<file path="config.mk">
export PLATFORM = sky130hd
export DESIGN_NAME = bus_window_engine
export DESIGN_NICKNAME = d
export VERILOG_FILES = /design/src/rtl/bwe_pkg.sv /design/src/rtl/bwe_size_check.sv /design/src/rtl/bwe_lane_mask.sv /design/src/rtl/bwe_bus_port.sv /design/src/rtl/bus_window_engine.sv
export SDC_FILE = /design/constraint.sdc
export NUM_CORES = 1
export LEC_CHECK = 0
export BUFFER_PORTS_ARGS = -buffer_cell sky130_fd_sc_hd__buf_2
export CORE_UTILIZATION = 35
export DETAILED_ROUTE_END_ITERATION = 8
export PLACE_DENSITY_LB_ADDON = 0.15
export SLEW_MARGIN = 20
export SYNTH_ARGS = -nofsm -noshare
export SYNTH_HDL_FRONTEND = slang
export SYNTH_SLANG_ARGS = --single-unit
export TNS_END_PERCENT = 10
</file>
<file path="constraint.sdc">
create_clock -name clk -period 13.44 [get_ports clk]
set_input_delay 2.016 -clock clk [delete_from_list [all_inputs] [get_ports clk]]
set_output_delay 2.016 -clock clk [all_outputs]
set_load 0.05 [all_outputs]
</file>
<file path="src/rtl/bwe_pkg.sv">
package bwe_pkg;
  localparam int WORD_W = 64;
  localparam int ADDR_W = 32;
  localparam int SIZE_W = 7;
  localparam int OFF_W  = 8;
  localparam int LANES  = WORD_W / 8;
  localparam int LOFF_W = $clog2(LANES);
  localparam int NB_W   = LOFF_W + 1;

  localparam logic [OFF_W-1:0] OFF_BASE = 8'h40;
  localparam logic [OFF_W-1:0] OFF_CMD  = 8'h41;
  localparam logic [OFF_W-1:0] OFF_DATA = 8'h42;
  localparam logic [OFF_W-1:0] OFF_STAT = 8'h43;

  // positions in LSB-first numbering
  localparam int CMD_RD_BIT  = 63;
  localparam int CMD_SZ_LO   = 52;
  localparam int STAT_DONE   = 63;
  localparam int STAT_ERR    = 62;
  localparam int STAT_OVR    = 61;

  typedef struct packed {
    logic              we;
    logic [ADDR_W-1:0] addr;
    logic [NB_W-1:0]   nbytes;
    logic [LANES-1:0]  be;
  } bus_req_t;
endpackage

</file>
<file path="src/rtl/bwe_size_check.sv">
module bwe_size_check #(
  parameter int SIZE_W = 7,
  parameter int LANES  = 8,
  localparam int LOFF_W = $clog2(LANES),
  localparam int NB_W   = LOFF_W + 1,
  localparam int SUM_W  = SIZE_W + 1
) (
  input  logic [SIZE_W-1:0] size,
  input  logic [LOFF_W-1:0] loff,
  output logic              legal,
  output logic [LANES-1:0]  be,
  output logic [NB_W-1:0]   nbytes
);
  logic [SUM_W-1:0] size_x, loff_x, end_x;
  logic pow2, fits;

  always_comb begin
    size_x = {1'b0, size};
    loff_x = SUM_W'(loff);
    end_x  = loff_x + size_x;
    pow2   = (size != '0) && ((size & (size - 1'b1)) == '0) && (size <= SIZE_W'(LANES));
    fits   = end_x <= SUM_W'(LANES);
    legal  = pow2 && fits;
    nbytes = size[NB_W-1:0];
  end

  // lane j carries sector byte offset LANES-1-j
  for (genvar j = 0; j < LANES; j++) begin : g_lane
    localparam int K = LANES - 1 - j;
    assign be[j] = legal && (SUM_W'(K) >= loff_x) && (SUM_W'(K) < end_x);
  end
endmodule

</file>
<file path="src/rtl/bwe_lane_mask.sv">
module bwe_lane_mask #(
  parameter int LANES = 8
) (
  input  logic [LANES-1:0]   be,
  output logic [8*LANES-1:0] mask
);
  for (genvar j = 0; j < LANES; j++) begin : g_m
    assign mask[8*j +: 8] = {8{be[j]}};
  end
endmodule

</file>
<file path="src/rtl/bwe_bus_port.sv">
module bwe_bus_port
  import bwe_pkg::*;
(
  input  logic              clk,
  input  logic              rst_n,
  input  logic              launch,
  input  bus_req_t          req_in,
  input  logic [WORD_W-1:0] wdata_in,
  input  logic              m_ready,
  output logic              m_valid,
  output bus_req_t          req_q,
  output logic [WORD_W-1:0] m_wdata,
  output logic              ack,
  output logic              busy
);
  assign ack  = m_valid && m_ready;
  assign busy = m_valid;

  always_ff @(posedge clk) begin
    if (!rst_n) begin
      m_valid <= 1'b0;
      req_q   <= '0;
      m_wdata <= '0;
    end else if (launch && !m_valid) begin
      m_valid <= 1'b1;
      req_q   <= req_in;
      m_wdata <= wdata_in;
    end else if (ack) begin
      m_valid <= 1'b0;
    end
  end
endmodule

</file>
<file path="src/rtl/bus_window_engine.sv">
module bus_window_engine
  import bwe_pkg::*;
(
  input  logic              clk,
  input  logic              rst_n,
  input  logic [OFF_W-1:0]  reg_off,
  input  logic              reg_wr,
  input  logic              reg_rd,
  input  logic [WORD_W-1:0] reg_wdata,
  output logic [WORD_W-1:0] reg_rdata,
  output logic              m_valid,
  input  logic              m_ready,
  output logic              m_we,
  output logic [ADDR_W-1:0] m_addr,
  output logic [NB_W-1:0]   m_nbytes,
  output logic [LANES-1:0]  m_be,
  output logic [WORD_W-1:0] m_wdata,
  input  logic [WORD_W-1:0] m_rdata
);
  logic [WORD_W-1:0] cmd_q, data_q;
  logic done_q, err_q, ovr_q;
  logic wr_cmd, wr_dat, busy, ack;
  logic [WORD_W-1:0] src_cmd;
  logic try_rd, try_wr, attempt, legal, launch;
  logic [LANES-1:0] be_new;
  logic [NB_W-1:0] nb_new;
  logic [WORD_W-1:0] rmask;
  bus_req_t req_new, req_q;

  assign wr_cmd = reg_wr && (reg_off == OFF_CMD);
  assign wr_dat = reg_wr && (reg_off == OFF_DATA);

  // a read launch decodes the incoming command, a write launch the held one
  assign src_cmd = wr_cmd ? reg_wdata : cmd_q;
  assign try_rd  = wr_cmd && !busy && reg_wdata[CMD_RD_BIT];
  assign try_wr  = wr_dat && !busy && !cmd_q[CMD_RD_BIT];
  assign attempt = try_rd || try_wr;
  assign launch  = attempt && legal;

  bwe_size_check #(.SIZE_W(SIZE_W), .LANES(LANES)) u_size (
    .size   (src_cmd[CMD_SZ_LO +: SIZE_W]),
    .loff   (src_cmd[LOFF_W-1:0]),
    .legal  (legal),
    .be     (be_new),
    .nbytes (nb_new)
  );

  assign req_new = '{we: try_wr, addr: src_cmd[ADDR_W-1:0], nbytes: nb_new, be: be_new};

  bwe_bus_port u_port (
    .clk      (clk),
    .rst_n    (rst_n),
    .launch   (launch),
    .req_in   (req_new),
    .wdata_in (reg_wdata),
    .m_ready  (m_ready),
    .m_valid  (m_valid),
    .req_q    (req_q),
    .m_wdata  (m_wdata),
    .ack      (ack),
    .busy     (busy)
  );

  assign m_we     = req_q.we;
  assign m_addr   = req_q.addr;
  assign m_nbytes = req_q.nbytes;
  assign m_be     = req_q.be;

  bwe_lane_mask #(.LANES(LANES)) u_mask (
    .be   (req_q.be),
    .mask (rmask)
  );

  always_ff @(posedge clk) begin
    if (!rst_n) begin
      cmd_q  <= '0;
      data_q <= '0;
      done_q <= 1'b1;
      err_q  <= 1'b0;
      ovr_q  <= 1'b0;
    end else begin
      if ((wr_cmd || wr_dat) && busy) ovr_q <= 1'b1;
      if (wr_cmd && !busy) cmd_q <= reg_wdata;
      if (wr_dat && !busy) data_q <= reg_wdata;
      else if (ack && !req_q.we) data_q <= m_rdata & rmask;
      if (attempt) err_q <= !legal;
      if (launch) done_q <= 1'b0;
      else if (ack) done_q <= 1'b1;
    end
  end

  always_ff @(posedge clk) begin
    if (!rst_n) begin
      reg_rdata <= '0;
    end else if (reg_rd) begin
      unique case (reg_off)
        OFF_CMD:  reg_rdata <= cmd_q;
        OFF_DATA: reg_rdata <= data_q;
        OFF_STAT: begin
          reg_rdata <= '0;
          reg_rdata[STAT_DONE] <= done_q;
          reg_rdata[STAT_ERR]  <= err_q;
          reg_rdata[STAT_OVR]  <= ovr_q;
        end
        default:  reg_rdata <= '0;
      endcase
    end
  end
endmodule

</file>
---- Word-level counts from Yosys, hierarchy flattened ----
Cells that the tools add are included.
storage, ports and cells
  bits in registers ....................... 305
  bits of input ports ..................... 141
  output and inout port bits .............. 174
  word-level logic and storage cells ...... 86
operators by class
  $add $sub $neg .......................... 2
  $lt $le $gt $ge ......................... 18
  equal/unequal tests ..................... 3
  mux-type cells .......................... 8
  bitwise logic cells ..................... 2
  reductions and logical operators ........ 41
operator list
  operator                                                          number
  one-hot mux 64 bit (3 select lines)                               1
  2-to-1 mux 64 bit                                                 2
  bitwise AND 64 bit                                                1
  2-to-1 mux 59 bit                                                 1
  less-than comparator 3 x 8 -> 1 bit, first input constant         4
  logical AND 1 bit                                                 30
  == test 8 x 7 -> 1 bit, second input constant                     3
  less-than comparator 1 x 8 -> 1 bit, first input constant         2
  less-than comparator 2 x 8 -> 1 bit, first input constant         2
  greater-or-equal comparator 3 bit, first input constant           4
  adder 3 x 7 -> 8 bit                                              1
  <= comparator 8 x 4 -> 1 bit, second input constant               1
  bitwise AND 7 bit                                                 1
  <= comparator 7 x 4 -> 1 bit, second input constant               1
  zero test 7 bit                                                   1
  nonzero test 7 bit                                                1
  subtractor 7 x 1 -> 7 bit, second input constant                  1
  greater-or-equal comparator 1 x 3 -> 1 bit, first input constant  2
  greater-or-equal comparator 2 x 3 -> 1 bit, first input constant  2
  nonzero test 2 bit                                                3
  zero test 1 bit                                                   4
  2-to-1 mux 1 bit                                                  4
  logical OR 1 bit                                                  2

---- Logic depth before layout (Yosys ltp) ----
Gate-level depths: netlist (run 1).
  depth in word-level cells ............... 12
  mapped depth ............................ 20
  mapped depth without buffers ............ 15

---- By module ----
Synthesis (run 1) repeated with hierarchy kept, for this count alone.
second synthesis, totals
  cell total of the unflattened synthesis .. 1670
  area total of the unflattened synthesis .. 14592.7 um^2
by module, submodules not included
  module             instances  cells an instance  area each (um^2)  sequential area each (um^2)
  bus_window_engine  1          1068               9243.9            3903.7
  bwe_bus_port       1          478                4361.7            2202.1
  bwe_size_check     1          60                 506.7             0.0
  bwe_lane_mask      1          64                 480.5             0.0

---- Worst setup path after synthesis (run 1) ----
OpenSTA, ideal clock, no wires.
  path type ............................... input to register
  start ................................... in reg_off[3]
  end ..................................... reg, netlist name u_port.req_q[16]
  setup time .............................. 0.116 ns
  arrival ................................. 5.477 ns
  required time ........................... 13.324 ns
  slack ................................... 7.847 ns
  stages on the path ...................... 17
  buffers on the path ..................... 5
  cells stage by stage .................... nor4_4 -> nand3_4 -> buf_6 -> buf_6 -> buf_2 -> mux2i_1 -> inv_1 -> ha_1 -> a21o_1 -> maj3_1 -> mux2i_1 -> xor2_1 -> o21ai_2 -> and4_1 -> buf_4 -> buf_2 -> o211a_1
between the ends
  elaborated cells between the ends (all ways) .. 22
  classes of those cells .................. 2 x add/sub; 2 x order compare; 2 x eq/ne; 1 x mux; 1 x bitwise; 14 x reduce/logical
RTL lines
  item                          line                     text
  start, declared               bus_window_engine.sv:6   input logic [OFF_W-1:0] reg_off,
  == test 8 x 7 -> 1 bit        bus_window_engine.sv:30  assign wr_cmd = reg_wr && (reg_off == OFF_CMD);
  logical AND 1 bit             bus_window_engine.sv:30
  2-to-1 mux 59 bit             bus_window_engine.sv:34  assign src_cmd = wr_cmd ? reg_wdata : cmd_q;
  named net src_cmd[1]          bus_window_engine.sv:23  logic [WORD_W-1:0] src_cmd;
  adder 3 x 7 -> 8 bit          bwe_size_check.sv:20     end_x = loff_x + size_x;
  <= comparator 8 x 4 -> 1 bit  bwe_size_check.sv:22     fits = end_x <= SUM_W'(LANES);
  logical AND 1 bit             bwe_size_check.sv:23     legal = pow2 && fits;
  logical AND 1 bit             bus_window_engine.sv:38  assign launch = attempt && legal;
  logical AND 1 bit             bwe_bus_port.sv:24       end else if (launch && !m_valid) begin
The timed path passes the listed nets, and every way through them passes these cells.
A chain may end at the register's enable or synchronous reset.

---- Final worst setup path (run 1) ----
  start ................................... in reg_wr
  end ..................................... reg, netlist name u_port.req_q[7]
between the ends
  elaborated cells between the ends (all ways) .. 24
  classes of those cells .................. 2 x add/sub; 4 x order compare; 1 x mux; 1 x bitwise; 16 x reduce/logical
RTL lines
  item                                  line                                           text
  start, declared                       bus_window_engine.sv:7                         input logic reg_wr,
  logical AND 1 bit (*)                 bus_window_engine.sv:30
  2-to-1 mux 59 bit (*)                 bus_window_engine.sv:34
  named net src_cmd[1]                  bus_window_engine.sv:23
  adder 3 x 7 -> 8 bit                  bwe_size_check.sv:20
  <= comparator 8 x 4 -> 1 bit          bwe_size_check.sv:22
  logical AND 1 bit                     bwe_size_check.sv:23
  logical AND 1 bit (on tied branches)  bwe_size_check.sv:30, bus_window_engine.sv:38
  logical AND 1 bit (on tied branches)  bwe_size_check.sv:30, bwe_bus_port.sv:24
The timed path passes the listed nets; every way through them passes the cells marked *.

==> run summary, run 1 <==
The run finished with clean final reports. For the total grt overflow, the log shows 0. The mean cell area of the mapped netlist came out at 8.26 µm². The number of max-cap violations was 0. At the end of the flow, the number of nets in the layout was 2000.

The count of vias placed by the detailed router came out at 12600. Among all flip-flop cells after synthesis, the most frequent one is sky130_fd_sc_hd__dfxtp_1. The maximum buffer depth of the clock tree was 3. The core outline area was 37800 µm². Setup total negative slack on the finished layout was measured at 0 ps.

The number of buffers added on ports was 314. The nature of the critical path endpoint was a register. The tools report the count of hold-fix buffers inserted at cts as 0. The logs give 13870 ps for the critical path required time and 37 for the TritonCTS buffer count. The tools report the sequential element share of the synthesized area as 45.1%. STA classifies the critical path startpoint as a primary input. For this design the static power due to leakage is 7.43 nW. The worst pin sits at a relative slew slack of 31.7%.

The initialized floorplan defines 71 standard-cell rows. The most frequent standard cell in the layout excluding fill and tap cells was sky130_fd_sc_hd__nand2_1. Setup repair after global routing left no endpoint under its margin. Dividing total power by cell area gives a power density of 117 nW/µm². The largest fanout of any net on the critical path is 86, and the number of slew-limit violations in the final report is 0. The count of cells resized by post-cts repair is 0. The worst setup path is of the primary input to register kind. The final hold slack was 444 ps.

Cell taking the most area after synthesis: sky130_fd_sc_hd__dfxtp_1. The share of layout cells above drive strength 1 works out to 21.6%. Counting every net in the synthesized netlist gives 1783.

The run gives 0 as the total DRC errors in the routed layout. Derived from the worst setup path, the maximum achievable clock frequency is 0.137 GHz. The cell count after synthesis came out at 1639.

The routed wire length is 46400 µm. TritonCTS built the clock tree. Counting flops with an async set or reset pin after synthesis yields a share of 0%. In the layout the commonest cells are sky130_fd_sc_hd__nand2_1, sky130_fd_sc_hd__buf_2, sky130_fd_sc_hd__dfxtp_1, sky130_fd_sc_hd__nand3_1, sky130_fd_sc_hd__o211a_1. The final clock period utilization by the worst path is 54.4%, and the pin slew with the least headroom to its limit is 1020 ps. In this run, distinct cell masters in the synthesized netlist total 55. After synthesis, the largest area contributor takes up 45.1% of total cell area. The H-tree generated during clock tree synthesis spans 2 levels. The tools report the count of final setup violators as 0. Dividing the detail-routed via count by the number of cells gives 5.27. For the initial DRC count, the log shows 737. For the finished layout, the period the worst path requires is 7310 ps. Global routing used 5.49% of the available met3 tracks. The placer congestion estimate is 0.846. The tools report the number of antenna violations at the first check in global routing as 1. Summing every instance area after synthesis gives 13500 µm². The die is 199 µm tall. Register bit total from synthesis: 305. Ranked by total cell area, the synthesized netlist is headed by sky130_fd_sc_hd__dfxtp_1, sky130_fd_sc_hd__nand2_1, sky130_fd_sc_hd__o211a_1. Clock latency on the worst-skew pair, taken at its later pin, is 520 ps. The path class of the tightest hold or removal check is register to register. Global routing usage summed across all routing layers: 23.2%. In this run the clock root is driven by a sky130_fd_sc_hd__clkbuf_16. The logs give 1.91 mW for the overall power after layout and 305 for the number of clock sinks seen by CTS. The first TritonRoute pass finished after 7 iterations. Maximum vdd ir drop: 0.0660 mV. met2 is the most crowded layer. Once layout is complete, the utilization of the core stands at 43.3%.

Global routing used 30.7% of the available met1 tracks. The layout overhead on the synthesized area is 21.0%, and the arrival time at the worst endpoint is 7740 ps. The starting density of the core was 35.8%; the die span in x was 199 µm. For this run, the number of Yosys warnings is 0.

Largest net degree at the start of global routing: 102. Counting flops with a built-in enable in the synthesized netlist gives 0. Between clock sinks in the finished design, the worst skew comes to 12.8 ps.

The run gives 39500 µm² as the die area. The logs give 315 for the number of top-level pins and 37.5% for the fraction of met2 tracks used by global routing. After detailed routing, the average wire length per cell comes to 19.4 µm. The run gives 0 as the final-report hold violation count. The count of nets left with antenna violations once routing finished came out at 0. The clock transition at the registers of the reported paths was 50 ps. The wire length of the first global-routing pass is 71400 µm, and the number of global-route vias before repair is 12300. The half-perimeter wire length after detailed placement is 28500 µm. After clock tree synthesis, the setup repair step added 0 buffers.
==> power by group <==
group | internal, mW | switching (mW)
logic | 0.0242 | 0.0460
clock network | 0.551 | 0.388
registers | 0.905 | 0.000430
==> final timing paths <==
kind	end	slack, ps	start	cells past startpoint
max	u_port.req_q[7]	6130	reg_wr	15
min	u_port.m_wdata[47]	440	u_port.m_wdata[47]	2
max reg2reg	u_port.req_q[7]	8940	cmd_q[1]	12
min reg2reg	u_port.m_wdata[47]	440	u_port.m_wdata[47]	2
==> cells by family (layout without fill, tap and decap cells) <==
family / Yosys count / count (layout) / synth area share, %
AO/OA/AOI/OAI: 400 / 400 / 22.5
other: 0 / 2 / 0
adder cells (fa/ha/maj): 7 / 7 / 0.628
AND/OR/NAND/NOR: 677 / 677 / 22.9
multiplexers: 20 / 20 / 1.63
buffers and inverters: 224 / 465 / 6.75
XOR/XNOR: 6 / 6 / 0.444
flip-flops: 305 / 305 / 45.1
==> sequential cells by signal, summed over array words and instances (netlist names) <==
signal / count
cmd_q: 64
data_q: 64
reg_rdata: 64
u_port.m_wdata: 64
u_port.req_q: 45
done_q: 1
err_q: 1
ovr_q: 1
u_port.busy: 1
==> area by class of cell <==
type	count	area, µm²
Sequential cell	305	6110
Tap cell	511	639
Timing Repair Buffer	331	1710
Antenna cell	2	5.00
Inverter	71	267
Fill cell	3916	21500
Clock inverter	7	41.3
Multi-Input combinational cell	1110	6540
Clock buffer	56	1080
==> Yosys cell counts (13+ instances only) <==
cell / number
sky130_fd_sc_hd__a21boi_0: 71
sky130_fd_sc_hd__inv_1: 71
sky130_fd_sc_hd__a21boi_1: 29
sky130_fd_sc_hd__nand3_1: 189
sky130_fd_sc_hd__o211a_1: 97
sky130_fd_sc_hd__and2_1: 66
sky130_fd_sc_hd__buf_1: 21
sky130_fd_sc_hd__clkbuf_1: 107
sky130_fd_sc_hd__nand2_1: 364
sky130_fd_sc_hd__a22oi_1: 64
sky130_fd_sc_hd__a21oi_1: 41
sky130_fd_sc_hd__nor2_1: 22
sky130_fd_sc_hd__dfxtp_1: 305
sky130_fd_sc_hd__mux2i_1: 13
sky130_fd_sc_hd__o22ai_1: 65
==> critical path, stage by stage <==
cell and delay [ps]:
sky130_fd_sc_hd__buf_2 80, sky130_fd_sc_hd__buf_4 440, sky130_fd_sc_hd__nand3_4 810, sky130_fd_sc_hd__mux2i_1 840, sky130_fd_sc_hd__inv_1 140, sky130_fd_sc_hd__ha_1 320, sky130_fd_sc_hd__a21o_1 200, sky130_fd_sc_hd__maj3_1 370
sky130_fd_sc_hd__mux2i_1 170, sky130_fd_sc_hd__xor2_1 120, sky130_fd_sc_hd__o21ai_2 120, sky130_fd_sc_hd__and4_4 670, sky130_fd_sc_hd__buf_4 810, sky130_fd_sc_hd__nand3_2 190, sky130_fd_sc_hd__o31ai_1 270
==> stage by stage <==
step	setup WS (ps)	std cells	cell area (µm²)
final	6130	2393	16400
after CTS	6130	2391	16400
after global routing	5630	2392	16400
after floorplan	7850	1639	13500
after detailed placement	5570	2328	15300
after global placement	5730	2328	15300
==> metal layers <==
metal  routed length, µm  vias to the layer above
li1                    -                     6092
met1               21000                     6070
met2               21100                      396
met3                3390                       65
met4                 943                        0
met5                   0                        -
Power figures use the tool's default switching activity.
==> inputs of run 2 (changes only) <==
==> constraint.sdc (replaced) <==
create_clock -name clk -period 7.21 [get_ports clk]
set_input_delay 1.0815 -clock clk [delete_from_list [all_inputs] [get_ports clk]]
set_output_delay 1.0815 -clock clk [all_outputs]
set_load 0.05 [all_outputs]
==> run 2 against run 1 <==
Against the previous run: die area is the same; power grew 97%; sequential share of layout area decreased by 0.47 points; core utilization is 0.56 points higher; hold slack worse by 2.2 ps; register-to-register slack got worse by 5400 ps; clock-buffer cell count did not move; clock skew rose by 1.0 ps; global-route usage increased by 0.41 points; cell area is 1.3% higher.
==> run summary, run 2 (synthesis results as in run 1) <==
Based on the critical path, the design can be clocked at up to 0.193 GHz. In this run, post-CTS repair resized a total of 0 instances. The first routing iteration left 723 violations. The core outline area was 37800 µm².

The post-CTS repair timing setup buffer count was 0. Summed over all nets, the half-perimeter wirelength after detailed placement is 29200 µm. The die covers 39500 µm².

The H-tree generated during clock tree synthesis spans 2 levels. The number of buffers added on ports is 314. The aggregate negative setup slack is 0 ps. The congestion estimate from routability-driven global placement came to 0.850.

In the final routed layout, each cell accounts on average for 19.6 µm. Traced cell by cell, the critical path runs through buf_2 -> nor4_4 -> nand3_4 -> mux2i_1 -> buf_4 -> inv_1 -> ha_1 -> inv_1 -> fa_1 -> inv_1 -> maj3_1 -> mux2i_1 -> o22ai_1 -> nand2_1 -> and4_4 -> buf_12 -> mux2i_1 -> nor2b_1. For this block, the routed nets add up to 47000 µm of wire.

Number of slew-limit violations in the final report: 0. The startpoint identified for the worst hold timing path is u_port.m_wdata[40]. The insertion delay to the later sink of the worst-skew pair was 530 ps. Instance count after placement with tap cells included: 2332. After clock tree synthesis, the clock-pin slew on the worst setup and hold paths is 50 ps. Counting instances, the worst hold path has a depth of 2. Setup repair after global routing left no endpoint under its margin. The tools report the starting density of the core as 35.8%. The tools report the final layout net count as 2005.

For this run, design rule violations remaining after detail routing come to 0. The final route contains 12700 vias. The detail route stage leaves a number of antenna-violating nets equal to 0.

The final-report hold violation count is 0, and the number of antenna violations at the first check in global routing is 2. The run gives 71 as the total number of placement rows. The run finished with clean final reports. The final clock period utilization by the worst path came out at 72.0%. The path type of the worst setup path was primary input to register. The run gives 3 as the maximum buffer depth of the clock tree. The tools report the wire length of the first global-routing pass as 72500 µm. The worst hold path terminates at u_port.m_wdata[40]. On the worst path, the slowest cell contributes a delay of 710 ps.

The largest net degree at the start of global routing is 143, and the pre-CTS setup slack is 1450 ps. Excluding fillers, the count of instances in the completed layout stands at 2403. The area growth from synthesis to layout is 22.6%.

Clock tree synthesis selected as its root buffer the cell sky130_fd_sc_hd__clkbuf_16. Across all setup checks in the final design, the least slack found is 2020 ps. Count of hold-fix buffers inserted at cts: 0. The overall die height is 199 µm, and the arrival time at the worst endpoint is 5600 ps. The number of global-route vias before repair is 12300.

The power per unit of standard cell area works out to 227 nW/µm². The number of clock buffers added by TritonCTS is 38. The analysis attributes to cell leakage a power of 7.52 nW. Most frequent standard cell in the layout excluding fill and tap cells: sky130_fd_sc_hd__nand2_1.

The share of layout cells above drive strength 1 was 22.2%. For the number of max-cap violations, the log shows 0. For the count of final setup violators, the log shows 0.

The worst register-to-register path ends at u_port.req_q[0]. The tightest min-delay check is of the register to register type. STA classifies the critical path startpoint as a primary input.

315 I/O pins were placed. The number of cells on the worst reg-to-reg path is 15. The run gives 3490 ps as the reg2reg setup slack.

In this run the critical register-to-register path is launched from cmd_q[0]. IR analysis of the VDD net gives a maximum drop of 0.134 mV. The critical path required time came out at 7620 ps.

STA classifies the critical path endpoint as a register. The total grt overflow is 0, and the pin slew with the least headroom to its limit is 961 ps. The die span in x is 199 µm, and the number of clock sinks seen by CTS is 305. The minimum clock period is 5190 ps. The global routing usage summed across all routing layers is 23.6%, and the detailed-route vias per instance is 5.28.

The slowest stage cell on the critical path is sky130_fd_sc_hd__and4_4. The worst clock skew is 13.8 ps, and the first-pass detailed-route iteration total is 5. The top cell types in the final layout, fill and taps aside, are sky130_fd_sc_hd__nand2_1, sky130_fd_sc_hd__buf_2, sky130_fd_sc_hd__dfxtp_1, sky130_fd_sc_hd__nand3_1, sky130_fd_sc_hd__o211a_1. The run gives 36.0% as the tightest slew margin relative to the limit.

Of all nets on the critical path, the largest fanout is 84. TritonCTS built the clock tree.
[run 2: cell count changes in the layout (fill, tap and decap cells not counted), sizes merged]
cell / before / now
bufinv: 0 / 3
buf: 331 / 335
clkinvlp: 1 / 4
[run 2: through the flow]
step	utilization (%)	power, mW	area (µm²)	hold WS, ps
2_1_floorplan	-	1.77	13500	435
3_3_place_gp	40.4	1.86	15300	435
3_5_place_dp	40.4	1.86	15300	440
4_1_cts	43.8	3.81	16600	448
5_1_grt	43.9	3.89	16600	465
6_report	43.9	3.77	16600	442
[run 2: final cells by class]
cell class,count,area [µm²]
fillers,3888,21200
multi-input cells,1110,6540
flip-flops and latches,305,6110
repair buffers,335,1750
clock buffers,56,1130
well taps,511,639
inverters,71,267
clock inverters,13,158
diodes,2,5.00
[run 2: metal layers]
layer	vias to the layer above	global-route usage [%]	wire length [µm]
met3	68	4.53	3100
met2	421	38.5	21800
met4	0	7.09	1050
met1	6076	31.5	21100
li1	6121	-	-
met5	-	0	0
[run 2: worst max-delay path by stage]
stage,to,startpoint,slack (ps)
floorplan,u_port.req_q[16],reg_off[3],2550
global placement,u_port.req_q[0],reg_off[3],1530
detailed placement,u_port.req_q[0],reg_off[3],1450
CTS,u_port.req_q[0],reg_off[3],1970
global route,u_port.req_q[0],reg_off[3],1610
finish,u_port.req_q[0],reg_off[3],2020
[run 2: worst max-delay path: cells and delay by family]
kind | cells | cell delay [ps]
AO/OA/AOI/OAI | 1 | 90
buffers and inverters | 6 | 940
adder cells (fa/ha/maj) | 3 | 770
multiplexers | 3 | 740
AND/OR/NAND/NOR | 5 | 1910
[run 2: power breakdown]
| part | total, mW | switching, mW | internal, mW |
|---|---|---|---|
| clock | 1.95 | 0.752 | 1.20 |
| sequential | 1.69 | 0.000805 | 1.69 |
| combinational | 0.131 | 0.0863 | 0.0451 |
| total | 3.77 | 0.839 | 2.93 |
